$ cat config.mk
export PLATFORM = sky130hd
export DESIGN_NAME = frame_chk_top
export DESIGN_NICKNAME = d
export VERILOG_FILES = /design/src/rtl/fchk_pkg.sv /design/src/rtl/prbs_track.sv /design/src/rtl/chan_check.sv /design/src/rtl/err_count.sv /design/src/rtl/sticky_flag.sv /design/src/rtl/frame_chk_top.sv
export SDC_FILE = /design/constraint.sdc
export NUM_CORES = 1
export LEC_CHECK = 0
export BUFFER_PORTS_ARGS = -buffer_cell sky130_fd_sc_hd__buf_2
export CELL_PAD_IN_SITES_DETAIL_PLACEMENT = 0
export CELL_PAD_IN_SITES_GLOBAL_PLACEMENT = 2
export CORE_MARGIN = 8
export CORE_UTILIZATION = 25
export CTS_CLUSTER_SIZE = 10
export DETAILED_ROUTE_END_ITERATION = 7
export PLACE_DENSITY_LB_ADDON = 0.1
export SLEW_MARGIN = 20
export SYNTH_ARGS = -nofsm -noshare
export SYNTH_HDL_FRONTEND = slang
export SYNTH_HIERARCHICAL = 1
export SYNTH_SLANG_ARGS = --single-unit
$ cat constraint.sdc
create_clock -name clk -period 2.7 [get_ports clk]
set_clock_uncertainty 0.05 [all_clocks]
set_input_delay 0.135 -clock clk [delete_from_list [all_inputs] [get_ports clk]]
set_output_delay 0.135 -clock clk [all_outputs]
set_load 0.005 [all_outputs]
$ cat src/rtl/fchk_pkg.sv
package fchk_pkg;

    parameter int            LFSR_W = 16;
    parameter logic [15:0]   SEED   = 16'hABCD;
    parameter logic [15:0]   TAPS   = 16'h801C;   // bits 15,4,3,2
    parameter int            WORD_W = 64;
    parameter int            CNT_W  = 8;
    parameter int            NCH    = 3;

    localparam int REPS    = WORD_W / LFSR_W;
    localparam int CH_DATA = 0;
    localparam int CH_FC   = 1;
    localparam int CH_KBLK = 2;

    typedef logic [LFSR_W-1:0] lfsr_t;
    typedef logic [WORD_W-1:0] word_t;

    typedef struct packed {
        logic  valid;
        word_t data;
    } beat_t;

    function automatic lfsr_t lfsr_step(input lfsr_t s);
        return {s[LFSR_W-2:0], ^(s & TAPS)};
    endfunction

    function automatic word_t widen(input lfsr_t s);
        word_t w;
        for (int i = 0; i < REPS; i++) begin
            w[i*LFSR_W +: LFSR_W] = s;
        end
        return w;
    endfunction

endpackage

$ cat src/rtl/prbs_track.sv
module prbs_track import fchk_pkg::*; (
    input  logic  clk,
    input  logic  rst,
    input  logic  link_up,
    input  logic  adv,
    output lfsr_t state
);

    always_ff @(posedge clk) begin
        if (rst || !link_up) begin
            state <= SEED;
        end else if (adv) begin
            state <= lfsr_step(state);
        end
    end

    // link down forces the seed
    p_seed_hold_r9: assert property (@(posedge clk) disable iff (rst)
        !link_up |=> state == SEED);

    // no beat, no step
    p_idle_hold_r4: assert property (@(posedge clk) disable iff (rst)
        (link_up && !adv) |=> state == $past(state));

    // a beat always moves the register (no all-zero lock)
    p_beat_moves_r4: assert property (@(posedge clk) disable iff (rst)
        (link_up && adv) |=> state != $past(state));

endmodule

$ cat src/rtl/chan_check.sv
module chan_check import fchk_pkg::*; (
    input  logic  clk,
    input  logic  rst,
    input  logic  link_up,
    input  beat_t beat,
    output logic  miss
);

    lfsr_t ref_state;
    logic  take;

    assign take = link_up && beat.valid;

    prbs_track u_ref (
        .clk     (clk),
        .rst     (rst),
        .link_up (link_up),
        .adv     (beat.valid),
        .state   (ref_state)
    );

    always_comb begin
        miss = take && (beat.data != widen(ref_state));
    end

endmodule

$ cat src/rtl/err_count.sv
module err_count import fchk_pkg::*; (
    input  logic             clk,
    input  logic             rst,
    input  logic             hit,
    output logic [CNT_W-1:0] cnt
);

    localparam logic [CNT_W-1:0] TOP = '1;

    always_ff @(posedge clk) begin
        if (rst) begin
            cnt <= '0;
        end else if (hit && cnt != TOP) begin
            cnt <= cnt + 1'b1;
        end
    end

    // full count holds
    p_sat_hold_r5: assert property (@(posedge clk) disable iff (rst)
        cnt == TOP |=> cnt == TOP);

    // count moves only upward by one
    p_step_one_r3: assert property (@(posedge clk) disable iff (rst)
        cnt != $past(cnt) |-> cnt == $past(cnt) + 1'b1);

endmodule

$ cat src/rtl/sticky_flag.sv
module sticky_flag (
    input  logic clk,
    input  logic rst,
    input  logic hit,
    output logic flag
);

    always_ff @(posedge clk) begin
        if (rst) begin
            flag <= 1'b0;
        end else if (hit) begin
            flag <= 1'b1;
        end
    end

    // once set, stays set
    p_sticky_r6: assert property (@(posedge clk) disable iff (rst)
        flag |=> flag);

endmodule

$ cat src/rtl/frame_chk_top.sv
module frame_chk_top import fchk_pkg::*; (
    input  logic             clk,
    input  logic             rst,
    input  logic             link_up,
    input  logic             rx_tvalid,
    input  logic [63:0]      rx_tdata,
    input  logic             fc_valid,
    input  logic [63:0]      fc_data,
    input  logic             kblk_valid,
    input  logic [63:0]      kblk_data,
    output logic [7:0]       data_err_cnt,
    output logic             fc_err,
    output logic             kblk_err
);

    beat_t          beats [NCH];
    logic [NCH-1:0] miss;

    always_comb begin
        beats[CH_DATA] = '{valid: rx_tvalid,  data: rx_tdata};
        beats[CH_FC]   = '{valid: fc_valid,   data: fc_data};
        beats[CH_KBLK] = '{valid: kblk_valid, data: kblk_data};
    end

    for (genvar c = 0; c < NCH; c++) begin : g_chan
        chan_check u_chk (
            .clk     (clk),
            .rst     (rst),
            .link_up (link_up),
            .beat    (beats[c]),
            .miss    (miss[c])
        );
    end

    err_count u_cnt (
        .clk (clk),
        .rst (rst),
        .hit (miss[CH_DATA]),
        .cnt (data_err_cnt)
    );

    sticky_flag u_fc (
        .clk  (clk),
        .rst  (rst),
        .hit  (miss[CH_FC]),
        .flag (fc_err)
    );

    sticky_flag u_kb (
        .clk  (clk),
        .rst  (rst),
        .hit  (miss[CH_KBLK]),
        .flag (kblk_err)
    );

    // no comparison while the link is down
    p_down_quiet_r9: assert property (@(posedge clk) disable iff (rst)
        !link_up |=> (data_err_cnt == $past(data_err_cnt))
                     && (fc_err == $past(fc_err))
                     && (kblk_err == $past(kblk_err)));

    // the count never moves without a valid data beat
    p_cnt_needs_beat_r3: assert property (@(posedge clk) disable iff (rst)
        !rx_tvalid |=> data_err_cnt == $past(data_err_cnt));

    // reset clears every output
    p_reset_clear_r1: assert property (@(posedge clk)
        rst |=> (data_err_cnt == '0) && !fc_err && !kblk_err);

endmodule

Yosys cells after proc, flatten, opt, wreduce, memory -nomap -nowiden

Index checks and enable logic that the tools add are counted.

Register bits after elaboration: 58
Latch bits: 0
Memory bits (writable): 0
Bits in read-only memories: 0
Bits of input ports: 198
Output and inout port bits: 10
Logic and storage cells: 23
Memories kept: 0

Add/subtract/negate cells: 1
Multipliers: 0
Div/mod/pow operators: 0
Order comparisons: 0
Equality and inequality tests: 4
Shifts and indexed selects: 0
Multiplexer cells: 0
Bitwise gates (word level): 0
Reductions and logical operators: 12

Operators with widths:

| cell                                         | count |
|---|---|
| != test 64 bit                               | 3 |
| parity 16 bit                                | 3 |
| adder 8 x 1 -> 8 bit (second input constant) | 1 |
| != test 8 bit (second input constant)        | 1 |
| logical AND 1 bit                            | 7 |
| zero test 1 bit                              | 1 |
| logical OR 1 bit                             | 1 |

Depth between registers and ports, before layout

Gate-level depths: netlist of the first run.

Word-level depth: 3
Mapped depth: 8
Gate-level depth less buffers: 8

Hierarchy

Netlist of the first run, hierarchy kept.

Modules (own cells, without submodules):

| module      | instances | cells an instance | area an instance (um2) |
|---|---|---|---|
| prbs_track  | 3         | 56                | 604.3 |
| chan_check  | 3         | 80                | 588.1 |
| err_count   | 1         | 46                | 430.4 |
| sticky_flag | 2         | 2                 | 30.0 |

Worst setup path after synthesis of the first run

No wires, ideal clock.

Path type: register -> register
Start point: reg g_chan[0].u_chk.u_ref.state[5]
End point: reg u_cnt.cnt[5]
Arrival: 2.091 ns
Data required time: 2.524 ns
Slack: 0.433 ns
Stages on the path, launching flop included: 8
Path buffers: 0
Period minus slack after synthesis: 2.267 ns
Path through: dfxtp_1 or4_4 a2111oi_4 nand3_1 o311a_1 and4_1 a31oi_1 a211oi_1

Word-level cells in the longest chain between the ends: 3

Ends and longest elaborated chain:

| what                     | RTL line            | RTL |
|---|---|---|
| start: declaration       | prbs_track.sv:6     | `output lfsr_t state` |
| start signal: assignment | prbs_track.sv:13    | `state <= lfsr_step(state);` |
| != test 64 bit           | chan_check.sv:23    | `miss = take && (beat.data != widen(ref_state));` |
| logical AND 1 bit        | chan_check.sv:23    |  |
| net miss[0]              | frame_chk_top.sv:17 | `logic [NCH-1:0] miss;` |
| logical AND 1 bit        | err_count.sv:13     | `end else if (hit && cnt != TOP) begin` |
| end signal: assignment   | err_count.sv:14     | `cnt <= cnt + 1'b1;` |
| end: declaration         | err_count.sv:5      | `output logic [CNT_W-1:0] cnt` |

The timed path passes the listed nets, and every way through them passes these cells.
A chain may end at the register's enable or synchronous reset.

Worst setup path after layout of the first run

Start point: reg g_chan[0].u_chk.u_ref.state[1]
End point: reg u_cnt.cnt[5]

Same word-level chain as after synthesis.

==> impl_metrics.ini, run 1 <==
[worst_setup_path]
end_kind = flop
crit_type = reg2reg
crit_slowest_cell = or4_1
path_delay_family = compound AO/OA/AOI/OAI gates
required_ps = 2850
crit_chain = or4_1, a221oi_2, nand4_1, o311a_1, and4_1, a31oi_1, a211oi_1
worst_ep_arrival_time_ps = 2630
cp_max_fo = 6
worstPathBufferInverterCount = 0
start_kind = flop
slowest_delay_ps = 540

[timing]
maxSlewViolCount = 0
hold_viol_final = 0
period_needed_ps = 2480
fmax_mhz = 404
tns_ps = 0
finalCritPeriodShare = 0.918
tightest_slew_ps = 766
hold_ws_ps = 178
rsz0062_at_grt = false
slew_headroom = 0.488
finalSetupViolations = 0

[routing]
via_per_inst = 4.74
drtIter0Drc = 178
drt_pass1_iterations = 4
final_antenna_net_count = 0
remaining_drc_errors = 0
routed_wirelength_um = 14900
wl_per_cell_um = 16.7
vias = 4246

[logic_synthesis]
synth_seq_cells = 58
yosysSeqAreaShare = 0.285
synthCells = 458
synth_cell_type_count = 40
netlist_area_mm2 = 0.00407
synth-warning-count = 6
syn_area_per_cell_um2 = 8.88
syn_nets = 657

[clock_network]
htree_levels = 3
post_cts_buffers = 0
cts.sinks = 58
cts.path.max_buffers = 2
cts_tree = done
cts_buffers = 9
cts_root_buf = clkbuf_16
cts_hold_buf = 0
path_clk_slew_ps = 50
clkLatencyLatePin_ps = 330

[place]
port_buffers = 207
placed_cells = 881
dpl_cell_area_mm2 = 0.00536
place_congestion = 0.770
hpwlAfterDp_um = 12400

[global_route]
grt_antenna_before_repair = 0
grt_use_total = 0.139
first_global_vias = 4323
grt_first_pass_wirelength_um = 22400
overflow = 0
grt_max_degree = 19

[floorplanning]
die_area_mm2 = 0.0206
core_area_mm2 = 0.0159
ioPinCount = 208
initial_core_util = 0.256
die_h_um = 144
die_w_um = 144
rows = 46

[power]
powerDensity_mw_per_mm2 = 423
peakVddDrop_uv = 237
power.total_mw = 2.37
p_leak_nw = 2.44

[final_layout]
stdcell_area_mm2 = 0.00561
drive_above_1_share = 0.356
fin_nets = 875
instances_no_fill = 896
areaGrowthSynthToFinish_pct = 38.0
final_cell_mix = buf_2 (207), xor2_1 (66), dfxtp_1 (58)
final_common_cell = buf_2
insertedDiodeCount = 0

[run]
maxCapViolations = 0

[min_path]
hold_path_class = in2reg

[run_status]
status = completed
-- area by class of cell --
class                      instances  area (um^2)
fill                            1735        10300
multi-input combinational        389         2820
sequential                        58         1160
timing repair buffer             217         1110
tap                              216          270
clock buffer                      11          233
clock inverter                     4         20.0
inverter                           1         3.75
-- path summary, 6_finish.rpt --
path / depth (start not counted) / endpoint / start / slack [ps]
worst min-delay path: 2 / u_cnt/cnt[5] / rst / 180
worst max-delay path: 7 / u_cnt/cnt[5] / g_chan[0].u_chk/u_ref/state[1] / 220
worst min register to register: 1 / u_fc/flag / u_fc/flag / 420
worst max register to register: 7 / u_cnt/cnt[5] / g_chan[0].u_chk/u_ref/state[1] / 220
-- kinds of logic (layout without fill, tap and decap cells) --
family                   Yosys count  count (layout)  share of synthesized area
flip-flops                        58              58                      0.285
AND/OR/NAND/NOR                  204             204                      0.274
buffers and inverters             11             233                     0.0240
XOR/XNOR                          87              87                      0.187
adder cells (fa/ha/maj)            1               1                    0.00308
AO/OA/AOI/OAI                     50              50                      0.109
multiplexers                      47              47                      0.117
-- metal layers --
layer | global-route usage | share of wire | up-vias
li1 | - | - | 2164
met1 | 0.167 | 0.44 | 1933
met2 | 0.231 | 0.47 | 139
met3 | 0.0508 | 0.082 | 10
met4 | 0.0332 | 0.0078 | 0
met5 | 0 | 0 | -
-- power by group --
group | switching, mW | internal (mW)
combinational | 0.202 | 0.241
clock | 0.385 | 0.608
sequential | 0.0508 | 0.888
-- worst reg2reg max path, stage by stage (launching register included) --
cell and delay (ps):
dfxtp_1 300, or4_1 540, a221oi_2 360, nand4_1 120, o311a_1 470, and4_1 270, a31oi_1 190, a211oi_1 70
-- synthesized netlist by cell type --
master | number | area share
and4_1 | 2 | 0.0043
nor3_1 | 23 | 0.028
buf_6 | 7 | 0.019
o21ba_1 | 2 | 0.0049
o21bai_1 | 2 | 0.0037
mux2i_1 | 46 | 0.11
inv_1 | 1 | 0.00092
nand2b_1 | 4 | 0.0062
a31oi_1 | 4 | 0.0062
a311oi_1 | 1 | 0.0022
xor2_1 | 66 | 0.14
a21oi_1 | 5 | 0.0062
nor4_1 | 15 | 0.023
and2b_2 | 1 | 0.0022
mux2_4 | 1 | 0.0037
or3_1 | 24 | 0.037
o311a_1 | 4 | 0.0098
a211oi_1 | 2 | 0.0037
o21ai_1 | 1 | 0.0012
and3_4 | 1 | 0.0028
clkbuf_2 | 3 | 0.0037
nand3_1 | 32 | 0.039
ha_1 | 1 | 0.0031
nor2b_1 | 3 | 0.0046
or3_2 | 1 | 0.0018
a222oi_1 | 3 | 0.0074
and3_1 | 21 | 0.032
nor2_1 | 19 | 0.018
o21ai_0 | 3 | 0.0037
nand4_1 | 17 | 0.026
o22ai_1 | 9 | 0.014
xnor2_1 | 21 | 0.045
or4_1 | 6 | 0.011
a21boi_0 | 1 | 0.0018
dfxtp_1 | 58 | 0.29
a21boi_4 | 1 | 0.0046
or4_4 | 3 | 0.0083
a2111oi_4 | 3 | 0.020
nand2_1 | 32 | 0.030
a221oi_1 | 9 | 0.019
-- metrics by stage --
step	util	setup WS (ps)
2_1_floorplan	-	433
3_3_place_gp	0.337	87.8
3_5_place_dp	0.337	42.5
4_1_cts	0.353	44.4
5_1_grt	0.353	83.6
6_report	0.353	222
-- flip-flops by register name (all words and copies together) (netlist names) --
name	cells
g_chan.u_chk/u_ref/state	48
u_cnt/cnt	8
u_kb/flag	1
u_fc/flag	1
-- what timing repair did --
action                                  in CTS  in global routing
endpoints found under the setup margin       0                  2
resized for setup                            0                  1
hold endpoints to repair                     0                  0
No activity file was read; power rests on OpenSTA's default activity.
==> run 2: changes to the inputs <==
Settings changed: ABC_AREA set to 1, CORE_ASPECT_RATIO set to 2, CORE_UTILIZATION 25 to 23.
==> run 2 against run 1 <==
Area after synthesis increased by 45%; worst setup slack better by 260 ps; routed wire length is 47% higher; synthesized cell count grew to 2.7 times the previous value; sequential power is 3.3% higher; design area rose by 35%; sequential cell count stayed put; critical path depth increased by 6.
==> impl_metrics.ini, run 2 <==
[logic_synthesis]
synth-warning-count = 6
synth_seq_cells = 58
syn_area_per_cell_um2 = 4.85
synth_top_family_by_area = simple AND/OR/NAND/NOR gates
synth_compound_area_frac = 0.0576
synth_area_leaders = nand2_1 (40%), dfxtp_1 (20%), inv_1 (12%)
synth_xor_area_frac = 0.0313
synth_cell_type_count = 22
synthCells = 1214
synthAdderAreaFrac = 0.00213
netlist_area_mm2 = 0.00588
synth_top_area_frac = 0.395
syn_nets = 1413
synthFlopType = dfxtp_1
synth_area_leader_cell = nand2_1
yosysSeqAreaShare = 0.197
synth_common_cells = nand2_1 (620), inv_1 (192), nor2_1 (154)
synth-simple-area-share = 0.548
synth_mux_area_frac = 0
async_flop_share = 0
synth-edff-count = 0
synth.most_common_cell = nand2_1

[global_route]
grt_first_pass_wirelength_um = 35000
grt_use_met2 = 0.224
globalRouteMet3Util = 0.0262
grt_use_total = 0.142
overflow = 0
gr-usage-met1 = 0.193
grt_busiest_layer = met2
first_global_vias = 6924
grt_max_degree = 24
grt_antenna_before_repair = 1

[routing]
remaining_drc_errors = 0
wl_per_cell_um = 12.4
via_per_inst = 3.97
drt_pass1_iterations = 5
final_antenna_net_count = 0
routed_wirelength_um = 22000
drtIter0Drc = 294
vias = 7018

[timing]
tns_ps = 0
period_needed_ps = 2220
slew_headroom = 0.532
rsz0062_at_grt = false
tightest_slew_ps = 702
finalSetupViolations = 0
maxSlewViolCount = 0
finalCritPeriodShare = 0.822
fmax_mhz = 451
hold_viol_final = 0

[floorplanning]
ioPinCount = 208
core_area_mm2 = 0.0254
die_w_um = 129
die_area_mm2 = 0.0313
rows = 83
initial_core_util = 0.231
die_h_um = 242

[power]
p_leak_nw = 4.83
peakVddDrop_uv = 229
powerDensity_mw_per_mm2 = 357

[final_layout]
areaGrowthSynthToFinish_pct = 28.4
regMostFlops = g_chan.u_chk/u_ref/state
fin_nets = 1621
fillers = 3007
largest_reg_flops = 48
final_common_cell = nand2_1
top_regs = g_chan.u_chk/u_ref/state (48), u_cnt/cnt (8)
stdcell_area_mm2 = 0.00755
drive_above_1_share = 0.199
final_cell_mix = nand2_1 (620), buf_2 (207), inv_1 (192)

[min_path]
hold_path_class = in2reg
worstHoldPathCells = 2

[worst_setup_path]
slowest_delay_ps = 570
required_ps = 2870
reg2reg_depth = 13
crit_type = reg2reg
end_kind = flop
cpMostUsedCell = nand2_1
worst_ep_arrival_time_ps = 2390
crit_chain = nand2_1, nand2_1, nor2_1, nand2_1, nor2_2, nand2_1, nor2_1, a21oi_2, nand2_1, nor2_1, nand3_1, nand2_1, nor2_1
crit_slowest_cell = a21oi_2
cp_max_fo = 12
start_kind = flop

[place]
hpwlAfterDp_um = 19000
dpl_cell_area_mm2 = 0.00728
port_buffers = 207
place_congestion = 0.814

[run]
maxCapViolations = 0

[clock_network]
path_clk_slew_ps = 50
cts.path.max_buffers = 2
htree_levels = 3
cts_buffers = 9
cts_tree = done
cts.sinks = 58
cts_hold_buf = 0
postCtsResizedCells = 0
cts_root_buf = clkbuf_16
post_cts_buffers = 0
clkLatencyLatePin_ps = 320

[run_status]
status = completed
## run 2: cell count changes after synthesis, moves of 23 or more
cell     before  now
a21oi_1       5   36
inv_1         1  192
inv_2         0   41
mux2i_1      46    0
nand2_1      32  620
nor2_1       19  154
nor3_1       23    0
or3_1        24    0
xor2_1       66   21
## run 2: kinds of logic (layout without fill, tap and decap cells)
group / Yosys count / count (layout)
buf+inv: 247 / 460
fa+ha+maj: 1 / 1
simple gates: 823 / 823
compound gates: 64 / 64
flops: 58 / 58
xor+xnor: 21 / 21
other cells: 0 / 1
## run 2: final timing paths
path                       end                            start  slack, ps
hold reg to reg      u_fc/flag                        u_fc/flag        420
setup / recovery  u_cnt/cnt[4]  g_chan[0].u_chk/u_ref/state[15]        480
setup reg to reg  u_cnt/cnt[4]  g_chan[0].u_chk/u_ref/state[15]        480
hold / removal       u_fc/flag                              rst        160
## run 2: report_power, final
part	internal, mW	switching, mW	leakage, nW
combinational	0.291	0.406	4.22
sequential	0.893	0.0769	0.476
clock	0.641	0.386	0.133
total	1.83	0.869	4.83
## run 2: worst max-delay path, delay by kind of cell (launching register included)
kind | cells | cell delay, ps
simple gates | 12 | 980
flops | 1 | 500
compound gates | 1 | 570
## run 2: layer usage
| metal | wire (um) | share of wire |
|---|---|---|
| met5 | 0 | 0 |
| met4 | 235 | 0.011 |
| met3 | 1220 | 0.055 |
| met2 | 9710 | 0.44 |
| met1 | 10800 | 0.49 |
## run 2: metrics by stage
step / cells / util / hold WS [ps] / setup WS, ps / total power [mW]
2_1_floorplan: 1214 / - / 157 / 1020 / 1.37
4_1_cts: 1767 / 0.297 / 157 / 139 / 2.75
6_report: 1768 / 0.297 / 164 / 481 / 2.69
3_5_place_dp: 1751 / 0.286 / 406 / 154 / 1.70
3_3_place_gp: 1751 / 0.286 / 400 / 180 / 1.69
5_1_grt: 1768 / 0.297 / 169 / 270 / 2.90
## run 2: final cells by class
cell class | instances | area [um^2] | area share
antenna | 1 | 2.50 | 0.000331
clock buffer | 13 | 250 | 0.0331
clock inverter | 3 | 15.0 | 0.00199
inverter | 236 | 893 | 0.118
multi-input combinational | 909 | 3760 | 0.498
sequential | 58 | 1160 | 0.154
tap | 340 | 425 | 0.0563
timing repair buffer | 208 | 1040 | 0.138
==> run 3: changes to the inputs <==
Settings changed: CORE_UTILIZATION 23 to 21.
Clock period 2.7 ns to 2 ns, I/O delays scaled along.
==> run 3 against run 2 <==
Core utilization shrank 0.28 points; routed wire length grew 23%; via count up 4.3%; worst setup slack lost 350 ps; global-route usage is 1.9 points higher; first-iteration DRC count fell by 20%; fmax increased by 19%; sequential cell count is the same; sequential share of layout area decreased by 0.42 points; final cell count grew 3.6%; critical endpoint is now u_cnt/cnt[7]; largest power group unchanged.
==> impl_metrics.ini, run 3 (synthesis gave the netlist of run 2 again) <==
[run_status]
status = completed

[routing]
drt_pass1_iterations = 5
remaining_drc_errors = 0
routed_wirelength_um = 27200
final_antenna_net_count = 0
via_per_inst = 4.00
vias = 7323
drtIter0Drc = 235
wl_per_cell_um = 14.8

[global_route]
grt_antenna_before_repair = 4
first_global_vias = 7637
grt_first_pass_wirelength_um = 41100
overflow = 0
grt_use_total = 0.161
grt_max_degree = 24

[timing]
tns_ps = 0
tightest_slew_ps = 439
maxSlewViolCount = 0
finalCritPeriodShare = 0.934
final.setup.worst_slack_ps = 132
fmax_mhz = 535
hold_viol_final = 0
period_needed_ps = 1870
finalSetupViolations = 0
slew_headroom = 0.707
rsz0062_at_grt = true

[worst_setup_path]
crit_chain = inv_2, buf_4, nand2_1, nand2_1, nor2_2, nand2_1, nor2_1, nand2_1, nor2_2, a21oi_2, buf_6, nand2_1, inv_2, nand2_1, nand2_1, nand2_1, nor2_1
start_kind = flop
end_kind = flop
required_ps = 2180
crit_type = reg2reg
reg2reg_from = g_chan[0].u_chk/u_ref/state[3]
path_delay_family = simple AND/OR/NAND/NOR gates
cpMostUsedCell = nand2_1
r2r_setup_slack_ps = 130
worstReg2RegEnd = u_cnt/cnt[7]
reg2reg_depth = 17
worstPathBufferInverterCount = 4
worst_ep_arrival_time_ps = 2050
crit_slowest_cell = dfxtp_2
cp_max_fo = 5
slowest_delay_ps = 360

[floorplanning]
core_area_mm2 = 0.0275
die_h_um = 253
ioPinCount = 208
die_w_um = 134
die_area_mm2 = 0.0340
rows = 86
initial_core_util = 0.214

[clock_network]
htree_levels = 3
cts_buffers = 9
clkLatencyLatePin_ps = 340
cts_tree = done
cts.path.max_buffers = 2
cts_root_buf = clkbuf_16
path_clk_slew_ps = 50
cts_hold_buf = 0
cts.sinks = 58

[final_layout]
top_regs = g_chan.u_chk/u_ref/state (48), u_cnt/cnt (8)
largest_reg_flops = 48
utilization = 0.294
areaGrowthSynthToFinish_pct = 37.7
drive_above_1_share = 0.252
fin_nets = 1670
regMostFlops = g_chan.u_chk/u_ref/state
instances_no_fill = 1831
final_cell_mix = nand2_1 (618), buf_2 (208), inv_1 (191)
final_common_cell = nand2_1

[power]
p_leak_nw = 5.08
p_int_mw = 2.53
peakVddDrop_uv = 309
power.total_mw = 3.84
pwr-share-comb = 0.283
powerDensity_mw_per_mm2 = 474
power_frac_clock = 0.382
seqPwrFrac = 0.335
power.share.switching = 0.343
power.switching_mw = 1.32

[place]
place_congestion = 0.827
post-place-ws_ps = -328
placed_cells = 1810
hpwlAfterDp_um = 24000
port_buffers = 207

[run]
maxCapViolations = 0

[min_path]
hold_path_class = in2reg
hold_end = u_fc/flag
hp-start = rst
worstHoldPathCells = 2
==> run 3: power by group through the flow <==
| stage | Clock (mW) | Sequential, mW | Combinational [mW] |
|---|---|---|---|
| 2_1_floorplan | 0 | 1.30 | 0.551 |
| 3_3_place_gp | 0 | 1.32 | 1.09 |
| 3_5_place_dp | 0 | 1.32 | 1.09 |
| 4_1_cts | 1.53 | 1.30 | 1.10 |
| 5_1_grt | 1.56 | 1.30 | 1.25 |
| 6_report | 1.47 | 1.29 | 1.09 |
==> run 3: layout make-up <==
class	count	area, um^2
multi-input combinational	909	3820
clock buffer	11	243
antenna	3	7.51
inverter	236	893
tap	352	440
fill	3283	19400
timing repair buffer	257	1450
clock inverter	5	30.0
sequential	58	1210
==> run 3: timing repair <==
action | in CTS | in global routing
pin swaps | 0 | 13
cloned | 0 | 1
setup buffers | 0 | 1
gates resized for setup | 12 | 42
endpoints found under the setup margin | 9 | 9
==> run 3: per-layer routing <==
| metal | GRT usage | up-vias | wire length, um |
|---|---|---|---|
| li1 | - | 4042 | - |
| met1 | 0.118 | 3130 | 8080 |
| met2 | 0.374 | 129 | 17600 |
| met3 | 0.0281 | 20 | 1030 |
| met4 | 0.0458 | 2 | 484 |
| met5 | 0 | - | 10 |
==> run 3: how the worst max path moves through the flow <==
stage / start / end / slack [ps] / depth (start not counted)
floorplan: g_chan[0].u_chk/u_ref/state[4] / u_cnt/cnt[3] / 320 / 13
global placement: g_chan[0].u_chk/u_ref/state[15] / u_cnt/cnt[1] / -340 / 13
detailed placement: g_chan[0].u_chk/u_ref/state[15] / u_cnt/cnt[0] / -330 / 13
CTS: g_chan[0].u_chk/u_ref/state[15] / u_cnt/cnt[1] / 3 / 13
global route: g_chan[0].u_chk/u_ref/state[15] / u_cnt/cnt[1] / -20 / 12
finish: g_chan[0].u_chk/u_ref/state[3] / u_cnt/cnt[7] / 130 / 17
==> run 3: metrics by stage <==
step / cell area, um^2 / hold WS [ps]
floorplan: 5880 / 122
global placement: 7670 / 377
detailed placement: 7670 / 384
CTS: 7970 / 32.2
global route: 8090 / 37.4
finish: 8100 / 34.7
